`config.mk`:
```
export PLATFORM = sky130hd
export DESIGN_NAME = acc_flag_unit
export DESIGN_NICKNAME = d
export VERILOG_FILES = /design/src/rtl/flag_pkg.sv /design/src/rtl/flag_ctrl.sv /design/src/rtl/flag_datapath.sv /design/src/rtl/acc_flag_unit.sv
export SDC_FILE = /design/constraint.sdc
export NUM_CORES = 1
export LEC_CHECK = 0
export BUFFER_PORTS_ARGS = -buffer_cell sky130_fd_sc_hd__buf_2
export CORE_MARGIN = 5
export CORE_UTILIZATION = 44
export DETAILED_ROUTE_END_ITERATION = 10
export PLACE_DENSITY = 0.88
export SYNTH_ARGS = -nofsm -noshare
export SYNTH_HDL_FRONTEND = slang
export SYNTH_HIERARCHICAL = 1
export SYNTH_SLANG_ARGS = --single-unit
export TNS_END_PERCENT = 5
```
`constraint.sdc`:
```
create_clock -name clk -period 8.5 [get_ports clk]
set_clock_uncertainty 0.1 [all_clocks]
set_input_delay 0.85 -clock clk [delete_from_list [all_inputs] [get_ports clk]]
set_output_delay 0.85 -clock clk [all_outputs]
set_load 0.02 [all_outputs]
```
`src/rtl/flag_pkg.sv`:
```
package flag_pkg;
  localparam int STAT_W = 8;
  localparam int SOFT_W = 5;

  localparam int BIT_E   = 0;
  localparam int BIT_C   = 1;
  localparam int BIT_OV  = 2;
  localparam int BIT_G0  = 3;
  localparam int BIT_G1  = 4;
  localparam int BIT_RSV = 5;
  localparam int BIT_S   = 6;
  localparam int BIT_Z   = 7;

  localparam logic [2:0] OP_ADD  = 3'd0;
  localparam logic [2:0] OP_ADDC = 3'd1;
  localparam logic [2:0] OP_SUB  = 3'd2;
  localparam logic [2:0] OP_SUBB = 3'd3;
  localparam logic [2:0] OP_CMP  = 3'd4;

  typedef struct packed {
    logic arithUpd;
    logic cmpUpd;
    logic invertOperand;
    logic carryIn;
    logic borrowSense;
  } ctrlStrobes_t;
endpackage

```
`src/rtl/flag_ctrl.sv`:
```
module flag_ctrl
  import flag_pkg::*;
(
  input  logic         opValid,
  input  logic [2:0]   opCode,
  input  logic         carryFlag,
  output ctrlStrobes_t strobes
);
  always_comb begin
    strobes = '0;
    if (opValid) begin
      unique case (opCode)
        OP_ADD: begin
          strobes.arithUpd = 1'b1;
        end
        OP_ADDC: begin
          strobes.arithUpd = 1'b1;
          strobes.carryIn  = carryFlag;
        end
        OP_SUB: begin
          strobes.arithUpd      = 1'b1;
          strobes.invertOperand = 1'b1;
          strobes.carryIn       = 1'b1;
          strobes.borrowSense   = 1'b1;
        end
        OP_SUBB: begin
          strobes.arithUpd      = 1'b1;
          strobes.invertOperand = 1'b1;
          strobes.carryIn       = ~carryFlag;
          strobes.borrowSense   = 1'b1;
        end
        OP_CMP: begin
          strobes.cmpUpd = 1'b1;
        end
        default: strobes = '0;
      endcase
    end
  end
endmodule

```
`src/rtl/flag_datapath.sv`:
```
module flag_datapath
  import flag_pkg::*;
#(
  parameter int ACC_W = 16
) (
  input  logic              clk,
  input  logic              rst,
  input  ctrlStrobes_t      strobes,
  input  logic [ACC_W-1:0]  opOperand,
  input  logic              accLoad,
  input  logic [ACC_W-1:0]  accLoadData,
  input  logic              regWrite,
  input  logic [STAT_W-1:0] regWriteData,
  output logic [STAT_W-1:0] statusOut,
  output logic [ACC_W-1:0]  accOut,
  output logic              carryFlag
);
  logic [ACC_W-1:0]  accReg;
  logic [SOFT_W-1:0] softFlags;
  logic [ACC_W-1:0]  opEff;
  logic [ACC_W-1:0]  sumBits;
  logic [ACC_W:0]    carryChain;
  logic              carryTop;
  logic              carryBelowTop;
  logic              operandEqual;
  logic [ACC_W-1:0]  accNext;
  logic [SOFT_W-1:0] flagsNext;

  assign opEff         = strobes.invertOperand ? ~opOperand : opOperand;
  assign carryChain[0] = strobes.carryIn;

  for (genvar i = 0; i < ACC_W; i++) begin : g_ripple
    assign sumBits[i]      = accReg[i] ^ opEff[i] ^ carryChain[i];
    assign carryChain[i+1] = (accReg[i] & opEff[i]) |
                             (accReg[i] & carryChain[i]) |
                             (opEff[i] & carryChain[i]);
  end

  assign carryTop      = carryChain[ACC_W];
  assign carryBelowTop = carryChain[ACC_W-1];
  assign operandEqual  = (opOperand == accReg);

  always_comb begin
    accNext   = accReg;
    flagsNext = softFlags;
    if (regWrite) flagsNext = regWriteData[SOFT_W-1:0];
    if (accLoad)  accNext   = accLoadData;
    if (strobes.arithUpd) begin
      accNext          = sumBits;
      flagsNext[BIT_C]  = carryTop ^ strobes.borrowSense;
      flagsNext[BIT_OV] = carryTop ^ carryBelowTop;
    end
    if (strobes.cmpUpd) flagsNext[BIT_E] = operandEqual;
  end

  always_ff @(posedge clk) begin
    if (rst) begin
      accReg    <= '0;
      softFlags <= '0;
    end else begin
      accReg    <= accNext;
      softFlags <= flagsNext;
    end
  end

  assign carryFlag = softFlags[BIT_C];
  assign accOut    = accReg;
  assign statusOut = {(accReg == '0), accReg[ACC_W-1], 1'b0, softFlags};
endmodule

```
`src/rtl/acc_flag_unit.sv`:
```
module acc_flag_unit
  import flag_pkg::*;
#(
  parameter int ACC_W = 16
) (
  input  logic              clk,
  input  logic              rst,
  input  logic              opValid,
  input  logic [2:0]        opCode,
  input  logic [ACC_W-1:0]  opOperand,
  input  logic              accLoad,
  input  logic [ACC_W-1:0]  accLoadData,
  input  logic              regWrite,
  input  logic [STAT_W-1:0] regWriteData,
  output logic [STAT_W-1:0] statusOut,
  output logic [ACC_W-1:0]  accOut
);
  ctrlStrobes_t strobes;
  logic         carryFlag;

  flag_ctrl u_ctrl (
    .opValid  (opValid),
    .opCode   (opCode),
    .carryFlag(carryFlag),
    .strobes  (strobes)
  );

  flag_datapath #(.ACC_W(ACC_W)) u_dp (
    .clk         (clk),
    .rst         (rst),
    .strobes     (strobes),
    .opOperand   (opOperand),
    .accLoad     (accLoad),
    .accLoadData (accLoadData),
    .regWrite    (regWrite),
    .regWriteData(regWriteData),
    .statusOut   (statusOut),
    .accOut      (accOut),
    .carryFlag   (carryFlag)
  );
endmodule

```
==> impl_metrics.env, run 1 <==
export IMPL_cts_clk_slew_worst_paths_ns=0.08
export IMPL_synth_flop_cell="dfxtp_1"
export IMPL_worst_pin_slew_ns=0.529
export IMPL_cts_tree="built"
export IMPL_post_dp_hpwl_um=3460
export IMPL_timing_setup_tns_ns=0
export IMPL_drt_wl_total_um=4400
export IMPL_critPathBufInv=2
export IMPL_io_buffers=67
export IMPL_max_freq_ghz=0.122
export IMPL_fill_cells=354
export IMPL_area_sequential_um2=420
export IMPL_die_x_um=72.5
export IMPL_critPathMaxStageDelay_ns=0.45
export IMPL_grt_overflow=0
export IMPL_netlist_area_um2=1720
export IMPL_clkSinkCount=21
export IMPL_cts_path_max_buffers=2
export IMPL_root_buffer="clkbuf_8"
export IMPL_worstPathMaxFanout=3
export IMPL_crit_top_cell="fa_1"
export IMPL_fin_cells=291
export IMPL_ys_types=26
export IMPL_synth_xor_area_frac=0.173
export IMPL_crit_path_end_kind="flip-flop"
export IMPL_track_usage=0.172
export IMPL_synth_simple_area_share=0.127
export IMPL_place_area_um2=2070
export IMPL_drv_slew=0
export IMPL_via_per_inst=5.21
export IMPL_antenna_found_initial=0
export IMPL_crit_type="primary input to flip-flop"
export IMPL_fin_crit_sh=0.968
export IMPL_initial_core_util=0.462
export IMPL_post_synth_inst_count=183
export IMPL_power_density_nw_per_um2=145
export IMPL_peakVddDrop_mv=0.0590
export IMPL_yosys_area_top_type="dfxtp_1"
export IMPL_wl_met2_um=2150
export IMPL_slowest_stage="fa_1"
export IMPL_max_slew_margin=0.648
export IMPL_rsz0062_at_grt="false"
export IMPL_synth_edf_count=0
export IMPL_initialDrtViolationCount=45
export IMPL_place_inst=287
export IMPL_wl_met1_um=1850
export IMPL_layout_common_cells="buf_2, a211oi_1, dfxtp_1"
export IMPL_htreeDepth=1
export IMPL_grt_pass1_wl_um=7090
export IMPL_synth_compound_area_frac=0.163
export IMPL_final_common_cell="buf_2"
export IMPL_hp_class="flip-flop to flip-flop"
export IMPL_status="completed"
export IMPL_top_layer="met4"
export IMPL_drtPass1Iterations=4
export IMPL_drive_above_1_share=0.358
export IMPL_period_needed_ns=8.23
export IMPL_final_util=0.573
export IMPL_path_cells="buf_2 > nor2b_2 > and2_2 > xor2_1 > fa_2 > fa_1 > inv_1 > fa_1 > fa_1 > fa_1 > fa_1 > fa_1 > fa_1 > fa_2 > fa_2 > fa_1 > fa_1 > fa_1 > fa_2 > fa_1 > fa_2 > xor2_1 > a211oi_1"
export IMPL_required_ns=8.58
export IMPL_synth_fa_ha_area_frac=0.186
export IMPL_start_kind="primary input"
export IMPL_antenna_cells=0
export IMPL_cts_resized=0
export IMPL_arrival_ns=8.31
export IMPL_synth_mux_area_frac=0.0233
export IMPL_drt_antenna_violating_nets=0
export IMPL_yosys_area_top_type_share=0.245
export IMPL_num_rows=22
export IMPL_fin_area_um2=2130
export IMPL_hold_buffers=0
export IMPL_ys_ff_latch=21
export IMPL_synth_area_per_cell_um2=9.39
export IMPL_vias=1517
export IMPL_post_place_ws_ns=-0.251
export IMPL_wl_met3_um=318
export IMPL_cts_buffers=3
export IMPL_cp_top_family="adder cells"
export IMPL_grt_max_degree=31
export IMPL_multi_input_area_um2=1170
export IMPL_routedWlPerCell_um=15.1
export IMPL_finalHoldViolCount=0
export IMPL_clkLatencyLatePin_ns=0.26
export IMPL_setup_violations=0
export IMPL_syn_nets=247
export IMPL_die_y_um=72.5
export IMPL_drc=0
export IMPL_ios=72
export IMPL_ys_seq_area_frac=0.245
export IMPL_gp_congestion=0.809
export IMPL_fin_ws_ns=0.270
export IMPL_synth_warnings=6
export IMPL_syn2layout_area_growth_pct=23.9
export IMPL_core_region_area_um2=3720
export IMPL_leakagePower_uw=0.000922
export IMPL_synth_top_family_by_area="adder cells"
export IMPL_async_flop_share=0
export IMPL_ys_top_cells_by_area="dfxtp_1, fa_1, a211oi_1"
export IMPL_maxCapViolCount=0
export IMPL_nets=308
export IMPL_grt_pass1_vias=1581
export IMPL_cts_setup_buffers=0
export IMPL_die_area_um2=5250
==> per-layer routing <==
| metal | vias up | track usage |
|---|---|---|
| li1 | 737 | - |
| met1 | 709 | 0.223 |
| met2 | 63 | 0.284 |
| met3 | 8 | 0.0291 |
| met4 | 0 | 0.0697 |
| met5 | - | 0 |
==> kinds of logic (layout without fill, tap and decap cells) <==
| group | after synthesis | count (layout) |
|---|---|---|
| xor gates and xnor gates | 34 | 34 |
| and+or+nand+nor | 38 | 38 |
| other | 1 | 1 |
| AOI/OAI and AO/OA | 38 | 38 |
| DFF | 21 | 21 |
| muxes | 4 | 4 |
| adders and majority gates | 16 | 16 |
| buffers and inverters | 31 | 91 |
==> sequential cells by signal, indices dropped and copies added (netlist names) <==
register	count
u_dp/accOut	16
u_dp/softFlags	5
==> final cells by class <==
class | instances | share of cell area
clock inverter | 1 | 0.00235
multi-input combinational | 131 | 0.551
timing repair buffer | 72 | 0.175
clock buffer | 3 | 0.0194
tap | 48 | 0.0282
sequential | 21 | 0.198
inverter | 15 | 0.0265
==> report_power, final <==
group / total (µW) / leakage (µW) / switching [µW] / internal (µW)
combinational: 123 / 0.000722 / 68.7 / 54.2
sequential: 119 / 0.000174 / 11.0 / 108
clock: 67.1 / 0.0000255 / 34.5 / 32.7
==> synth_stat cells, drive strengths merged, types with 2 or more instances <==
cell    instances
a211oi         34
dfxtp          21
nor2           20
xor2           19
fa             16
inv            15
xnor2          15
buf            10
nor4            8
clkbuf          6
mux2i           4
nor2b           4
a21oi           2
==> through the flow <==
stage	total power, µW	hold slack [ns]
after floorplan	203	0.484
after global placement	237	0.372
after detailed placement	242	0.381
after CTS	310	0.400
after global routing	331	0.437
final	309	0.397
==> tightest hold or removal path, delay by kind of cell (launching register included) <==
| family | cells | cell delay, ns |
|---|---|---|
| simple gates | 1 | 0.07 |
| mux | 1 | 0.06 |
| flops | 1 | 0.33 |
==> worst paths after layout <==
path / endpoint / from / slack [ns] / cells after the start
worst max register to register: u_dp/softFlags[1] / u_dp/softFlags[1] / 0.85 / 21
worst min register to register: u_dp/softFlags[3] / u_dp/softFlags[3] / 0.40 / 2
worst min-delay path: u_dp/softFlags[3] / u_dp/softFlags[3] / 0.40 / 2
worst max-delay path: u_dp/softFlags[1] / opValid / 0.27 / 23
Note: power is estimated with default switching activity, not from simulation.
==> inputs of run 2 (changes only) <==
--- a/config.mk
+++ b/config.mk
@@ -5,7 +5,7 @@
 export SDC_FILE = /design/constraint.sdc
 export NUM_CORES = 1
 export LEC_CHECK = 0
-export BUFFER_PORTS_ARGS = -buffer_cell sky130_fd_sc_hd__buf_2
+export BUFFER_PORTS_ARGS = -buffer_cell sky130_fd_sc_hd__buf_4
 export CORE_MARGIN = 5
 export CORE_UTILIZATION = 44
 export DETAILED_ROUTE_END_ITERATION = 10
==> constraint.sdc (replaced) <==
create_clock -name clk -period 8.5 [get_ports clk]
set_clock_uncertainty 0.1 [all_clocks]
set_input_delay 1.275 -clock clk [delete_from_list [all_inputs] [get_ports clk]]
set_output_delay 1.275 -clock clk [all_outputs]
set_load 0.02 [all_outputs]
==> impl_metrics.env, run 2 (synthesis gave the netlist of run 1 again) <==
export IMPL_nets=308
export IMPL_finalHoldViolCount=0
export IMPL_hold_buffers=0
export IMPL_htreeDepth=1
export IMPL_timing_hold_ws_ns=0.410
export IMPL_crit_top_cell="fa_2"
export IMPL_io_buffers=67
export IMPL_via_per_inst=5.16
export IMPL_initialDrtViolationCount=75
export IMPL_setup_violations=0
export IMPL_drtPass1Iterations=4
export IMPL_cts_tree="built"
export IMPL_post_dp_hpwl_um=3460
export IMPL_antenna_cells=0
export IMPL_post_place_ws_ns=-0.0953
export IMPL_cts_path_max_buffers=2
export IMPL_peakVddDrop_mv=0.0584
export IMPL_hp_class="flip-flop to flip-flop"
export IMPL_vias=1502
export IMPL_status="completed"
export IMPL_final_common_cell="buf_4"
export IMPL_critPathMaxStageDelay_ns=0.44
export IMPL_power_density_nw_per_um2=139
export IMPL_grt_pass1_vias=1550
export IMPL_arrival_ns=8.28
export IMPL_r2r_start="u_dp/softFlags[1]"
export IMPL_routedWlPerCell_um=15.1
export IMPL_crit_type="primary input to flip-flop"
export IMPL_worstPathMaxFanout=2
export IMPL_num_rows=22
export IMPL_critPathBufInv=2
export IMPL_slowest_stage="fa_1"
export IMPL_ios=72
export IMPL_core_region_area_um2=3720
export IMPL_cts_setup_buffers=0
export IMPL_max_freq_ghz=0.122
export IMPL_final_util=0.626
export IMPL_leakagePower_uw=0.000964
export IMPL_area_sequential_um2=420
export IMPL_crit_path_end_kind="flip-flop"
export IMPL_cp_top_family="adder cells"
export IMPL_fin_cells=291
export IMPL_root_buffer="clkbuf_8"
export IMPL_track_usage=0.174
export IMPL_multi_input_area_um2=1200
export IMPL_place_inst=287
export IMPL_maxCapViolCount=0
export IMPL_die_area_um2=5250
export IMPL_fin_crit_sh=0.965
export IMPL_clkSinkCount=21
export IMPL_layout_common_cells="buf_4, a211oi_1, dfxtp_1"
export IMPL_grt_max_degree=37
export IMPL_drc=0
export IMPL_cts_buffers=3
export IMPL_fin_ws_ns=0.297
export IMPL_required_ns=8.58
export IMPL_die_y_um=72.5
export IMPL_start_kind="primary input"
export IMPL_drv_slew=0
export IMPL_clkLatencyLatePin_ns=0.27
export IMPL_cts_resized=0
export IMPL_largest_register_ffs=16
export IMPL_grt_overflow=0
export IMPL_fill_cells=338
export IMPL_initial_core_util=0.462
export IMPL_period_needed_ns=8.20
export IMPL_min_from="u_dp/softFlags[3]"
export IMPL_die_x_um=72.5
export IMPL_drive_above_1_share=0.387
export IMPL_syn2layout_area_growth_pct=35.3
export IMPL_antenna_found_initial=0
export IMPL_drt_wl_total_um=4400
export IMPL_total_power_uw=324
export IMPL_cts_clk_slew_worst_paths_ns=0.08
export IMPL_grt_pass1_wl_um=7270
export IMPL_gp_congestion=0.792
export IMPL_critPathLaunch="opValid"
export IMPL_drt_antenna_violating_nets=0
export IMPL_path_cells="buf_4 > nor2b_2 > and2_2 > xor2_2 > fa_2 > fa_1 > inv_1 > fa_1 > fa_1 > fa_1 > fa_1 > fa_1 > fa_2 > fa_2 > fa_2 > fa_2 > fa_2 > fa_2 > fa_2 > fa_2 > fa_2 > xnor2_1 > a211oi_2"
[run 2: changes by cell type in the layout (fill, tap and decap cells not counted), moves of 2 or more]
cell	delta
fa_2	+5
fa_1	-5
a211oi_1	-2
buf_4	+67
buf_2	-67
a211oi_2	+2
[run 2: power breakdown]
part           internal (µW)  switching [µW]
logic                   65.8            70.0
clock network           33.5            35.7
registers                108            11.0
[run 2: routing by layer]
metal  vias to the layer above  wire [µm]  track usage
met1                       713       1890        0.217
met4                         0         51       0.0553
met2                        46       2200        0.305
met5                         -          0            0
li1                        739          -            -
met3                         4        263       0.0291
[run 2: final cells by class]
type,instances,share of cell area
Inverter,15,0.0242
Multi-Input combinational cell,131,0.517
Sequential cell,21,0.181
Clock buffer,4,0.0194
Timing Repair Buffer,72,0.233
Tap cell,48,0.0258
[run 2: path summary, 6_finish.rpt]
check	to	slack, ns	cells after the start
max	u_dp/softFlags[2]	0.30	23
min	u_dp/softFlags[3]	0.41	2
max reg2reg	u_dp/softFlags[2]	1.24	21
min reg2reg	u_dp/softFlags[3]	0.41	2
[run 2: metrics by stage]
| step | setup TNS, ns | instance area (µm²) |
|---|---|---|
| 6_report | 0 | 2320 |
| 5_1_grt | -0.000624 | 2320 |
| 4_1_cts | 0 | 2300 |
| 3_5_place_dp | -0.151 | 2260 |
| 3_3_place_gp | -0.0980 | 2260 |
| 2_1_floorplan | 0 | 1740 |
[run 2: worst reg2reg max path: cells and delay by family, from the launching register on]
family / cells / cell delay, ns
buffers and inverters: 1 / 0.06
adder cells (fa/ha/maj): 16 / 5.92
AO/OA/AOI/OAI: 3 / 0.60
flip-flops: 1 / 0.33
XOR/XNOR: 1 / 0.16
==> inputs of run 3 (changes only) <==
--- a/config.mk
+++ b/config.mk
@@ -6,7 +6,6 @@
 export NUM_CORES = 1
 export LEC_CHECK = 0
 export BUFFER_PORTS_ARGS = -buffer_cell sky130_fd_sc_hd__buf_4
-export CORE_MARGIN = 5
 export CORE_UTILIZATION = 44
 export DETAILED_ROUTE_END_ITERATION = 10
 export PLACE_DENSITY = 0.88
==> constraint.sdc (replaced) <==
create_clock -name clk -period 8.5 [get_ports clk]
set_clock_uncertainty 0.1 [all_clocks]
set_input_delay 0.85 -clock clk [delete_from_list [all_inputs] [get_ports clk]]
set_output_delay 0.85 -clock clk [all_outputs]
set_load 0.05 [all_outputs]
==> impl_metrics.env, run 3 (synthesis gave the netlist of run 1 again) <==
export IMPL_die_y_um=64.5
export IMPL_critPathMaxStageDelay_ns=0.45
export IMPL_drt_antenna_violating_nets=0
export IMPL_reg2reg_to="u_dp/softFlags[1]"
export IMPL_r2r_cells=21
export IMPL_peakVddDrop_mv=0.0633
export IMPL_setup_violations=0
export IMPL_largest_register_ffs=16
export IMPL_crit_path_end_kind="flip-flop"
export IMPL_whs_endpoint="u_dp/softFlags[4]"
export IMPL_post_dp_hpwl_um=3260
export IMPL_leakagePower_uw=0.000966
export IMPL_root_buffer="clkbuf_8"
export IMPL_cts_clk_slew_worst_paths_ns=0.08
export IMPL_drive_above_1_share=0.354
export IMPL_grt_overflow=0
export IMPL_via_per_inst=5.24
export IMPL_drt_wl_total_um=4360
export IMPL_status="completed"
export IMPL_grt_pass1_vias=1518
export IMPL_worstPathMaxFanout=2
export IMPL_vias=1526
export IMPL_maxCapViolCount=0
export IMPL_required_ns=8.59
export IMPL_cts_tree="built"
export IMPL_fin_ws_ns=0.288
export IMPL_initialDrtViolationCount=99
export IMPL_power_density_nw_per_um2=150
export IMPL_r2r_start="u_dp/softFlags[1]"
export IMPL_track_usage=0.226
export IMPL_cp_top_family="adder cells"
export IMPL_arrival_ns=8.30
export IMPL_hp_class="flip-flop to flip-flop"
export IMPL_die_x_um=64.5
export IMPL_die_area_um2=4160
export IMPL_min_from="u_dp/softFlags[4]"
export IMPL_grt_pass1_wl_um=7130
export IMPL_post_place_ws_ns=-0.178
export IMPL_htreeDepth=1
export IMPL_initial_core_util=0.462
export IMPL_cts_path_max_buffers=2
export IMPL_period_needed_ns=8.21
export IMPL_antenna_found_initial=0
export IMPL_use_met1=0.281
export IMPL_finalHoldViolCount=0
export IMPL_fin_crit_sh=0.966
export IMPL_clkLatencyLatePin_ns=0.27
export IMPL_gp_congestion=0.808
export IMPL_busiest_layer="met2"
export IMPL_layout_common_cells="buf_4, a211oi_1, dfxtp_1"
export IMPL_timing_hold_ws_ns=0.401
export IMPL_holdPathStages=2
export IMPL_crit_top_cell="fa_1"
export IMPL_slowest_stage="fa_1"
export IMPL_drv_slew=0
export IMPL_clkSinkCount=21
export IMPL_core_region_area_um2=3720
export IMPL_routedWlPerCell_um=15.0
export IMPL_nets=308
export IMPL_hold_buffers=0
export IMPL_final_util=0.617
export IMPL_use_met3=0.0387
export IMPL_max_freq_ghz=0.122
export IMPL_ios=72
export IMPL_drc=0
export IMPL_final_common_cell="buf_4"
export IMPL_antenna_cells=0
export IMPL_drtPass1Iterations=4
export IMPL_io_buffers=67
export IMPL_rsz0062_at_grt="false"
export IMPL_r2r_slack_ns=0.86
export IMPL_grt_max_degree=37
export IMPL_start_kind="primary input"
export IMPL_num_rows=22
export IMPL_syn2layout_area_growth_pct=33.5
export IMPL_path_cells="buf_4 > nor2b_2 > and2_2 > xor2_1 > fa_2 > fa_1 > inv_1 > fa_1 > fa_2 > fa_1 > fa_1 > fa_1 > fa_1 > fa_1 > fa_2 > fa_1 > fa_1 > fa_1 > fa_1 > fa_1 > fa_2 > xor2_1 > a211oi_1"
export IMPL_use_met2=0.383
export IMPL_critPathBufInv=2
export IMPL_cts_buffers=3
export IMPL_crit_type="primary input to flip-flop"
## run 3: cell types whose count changed in the layout (fill, tap and decap cells not counted), sizes merged
cell / change
clkbuf: -1
clkinv: +1
## run 3: metal layers
metal  up-vias  share of wire
met3         6          0.049
met5         -              0
met1       731           0.42
met4         0          0.015
li1        737              -
met2        52           0.52
## run 3: final cells by class
type	instances	area [µm²]
multi-input cells	131	1170
flip-flops and latches	21	420
repair buffers	72	541
clock inverters	1	5.00
fillers	330	1420
well taps	48	60.1
inverters	15	56.3
clock buffers	3	41.3
## run 3: metrics by stage
step	setup TNS (ns)	area, µm²	instances	total power (µW)
after CTS	0	2280	291	345
after global placement	-0.160	2240	287	271
final	0	2290	291	345
after global routing	0	2290	291	367
after floorplan	0	1720	183	226
after detailed placement	-0.317	2240	287	276
## run 3: how the worst max path moves through the flow
stage | start | end | slack (ns) | cells after the start
3_5_place_dp | opValid | u_dp/softFlags[1] | -0.18 | 23
6_report | opValid | u_dp/softFlags[1] | 0.29 | 23
4_1_cts | opValid | u_dp/softFlags[1] | 0.09 | 23
2_1_floorplan | opValid | u_dp/softFlags[1] | 0.004 | 24
3_3_place_gp | opValid | u_dp/softFlags[1] | -0.1 | 23
5_1_grt | opValid | u_dp/softFlags[1] | 0.008 | 23
## run 3: what timing repair did
action	CTS	global route
setup buffers	0	0
setup endpoints to repair	0	3
resized for setup	0	4
## run 3: power breakdown
group,switching (µW),total [µW],internal [µW]
Combinational,92.1,157,65.3
Clock,35.9,68.7,32.8
Sequential,11.4,119,108
## run 3: tightest hold or removal path, cell delays in order, from the launching register on
cell and delay, ns:
dfxtp_1 0.33, mux2i_1 0.07, nor2_1 0.07
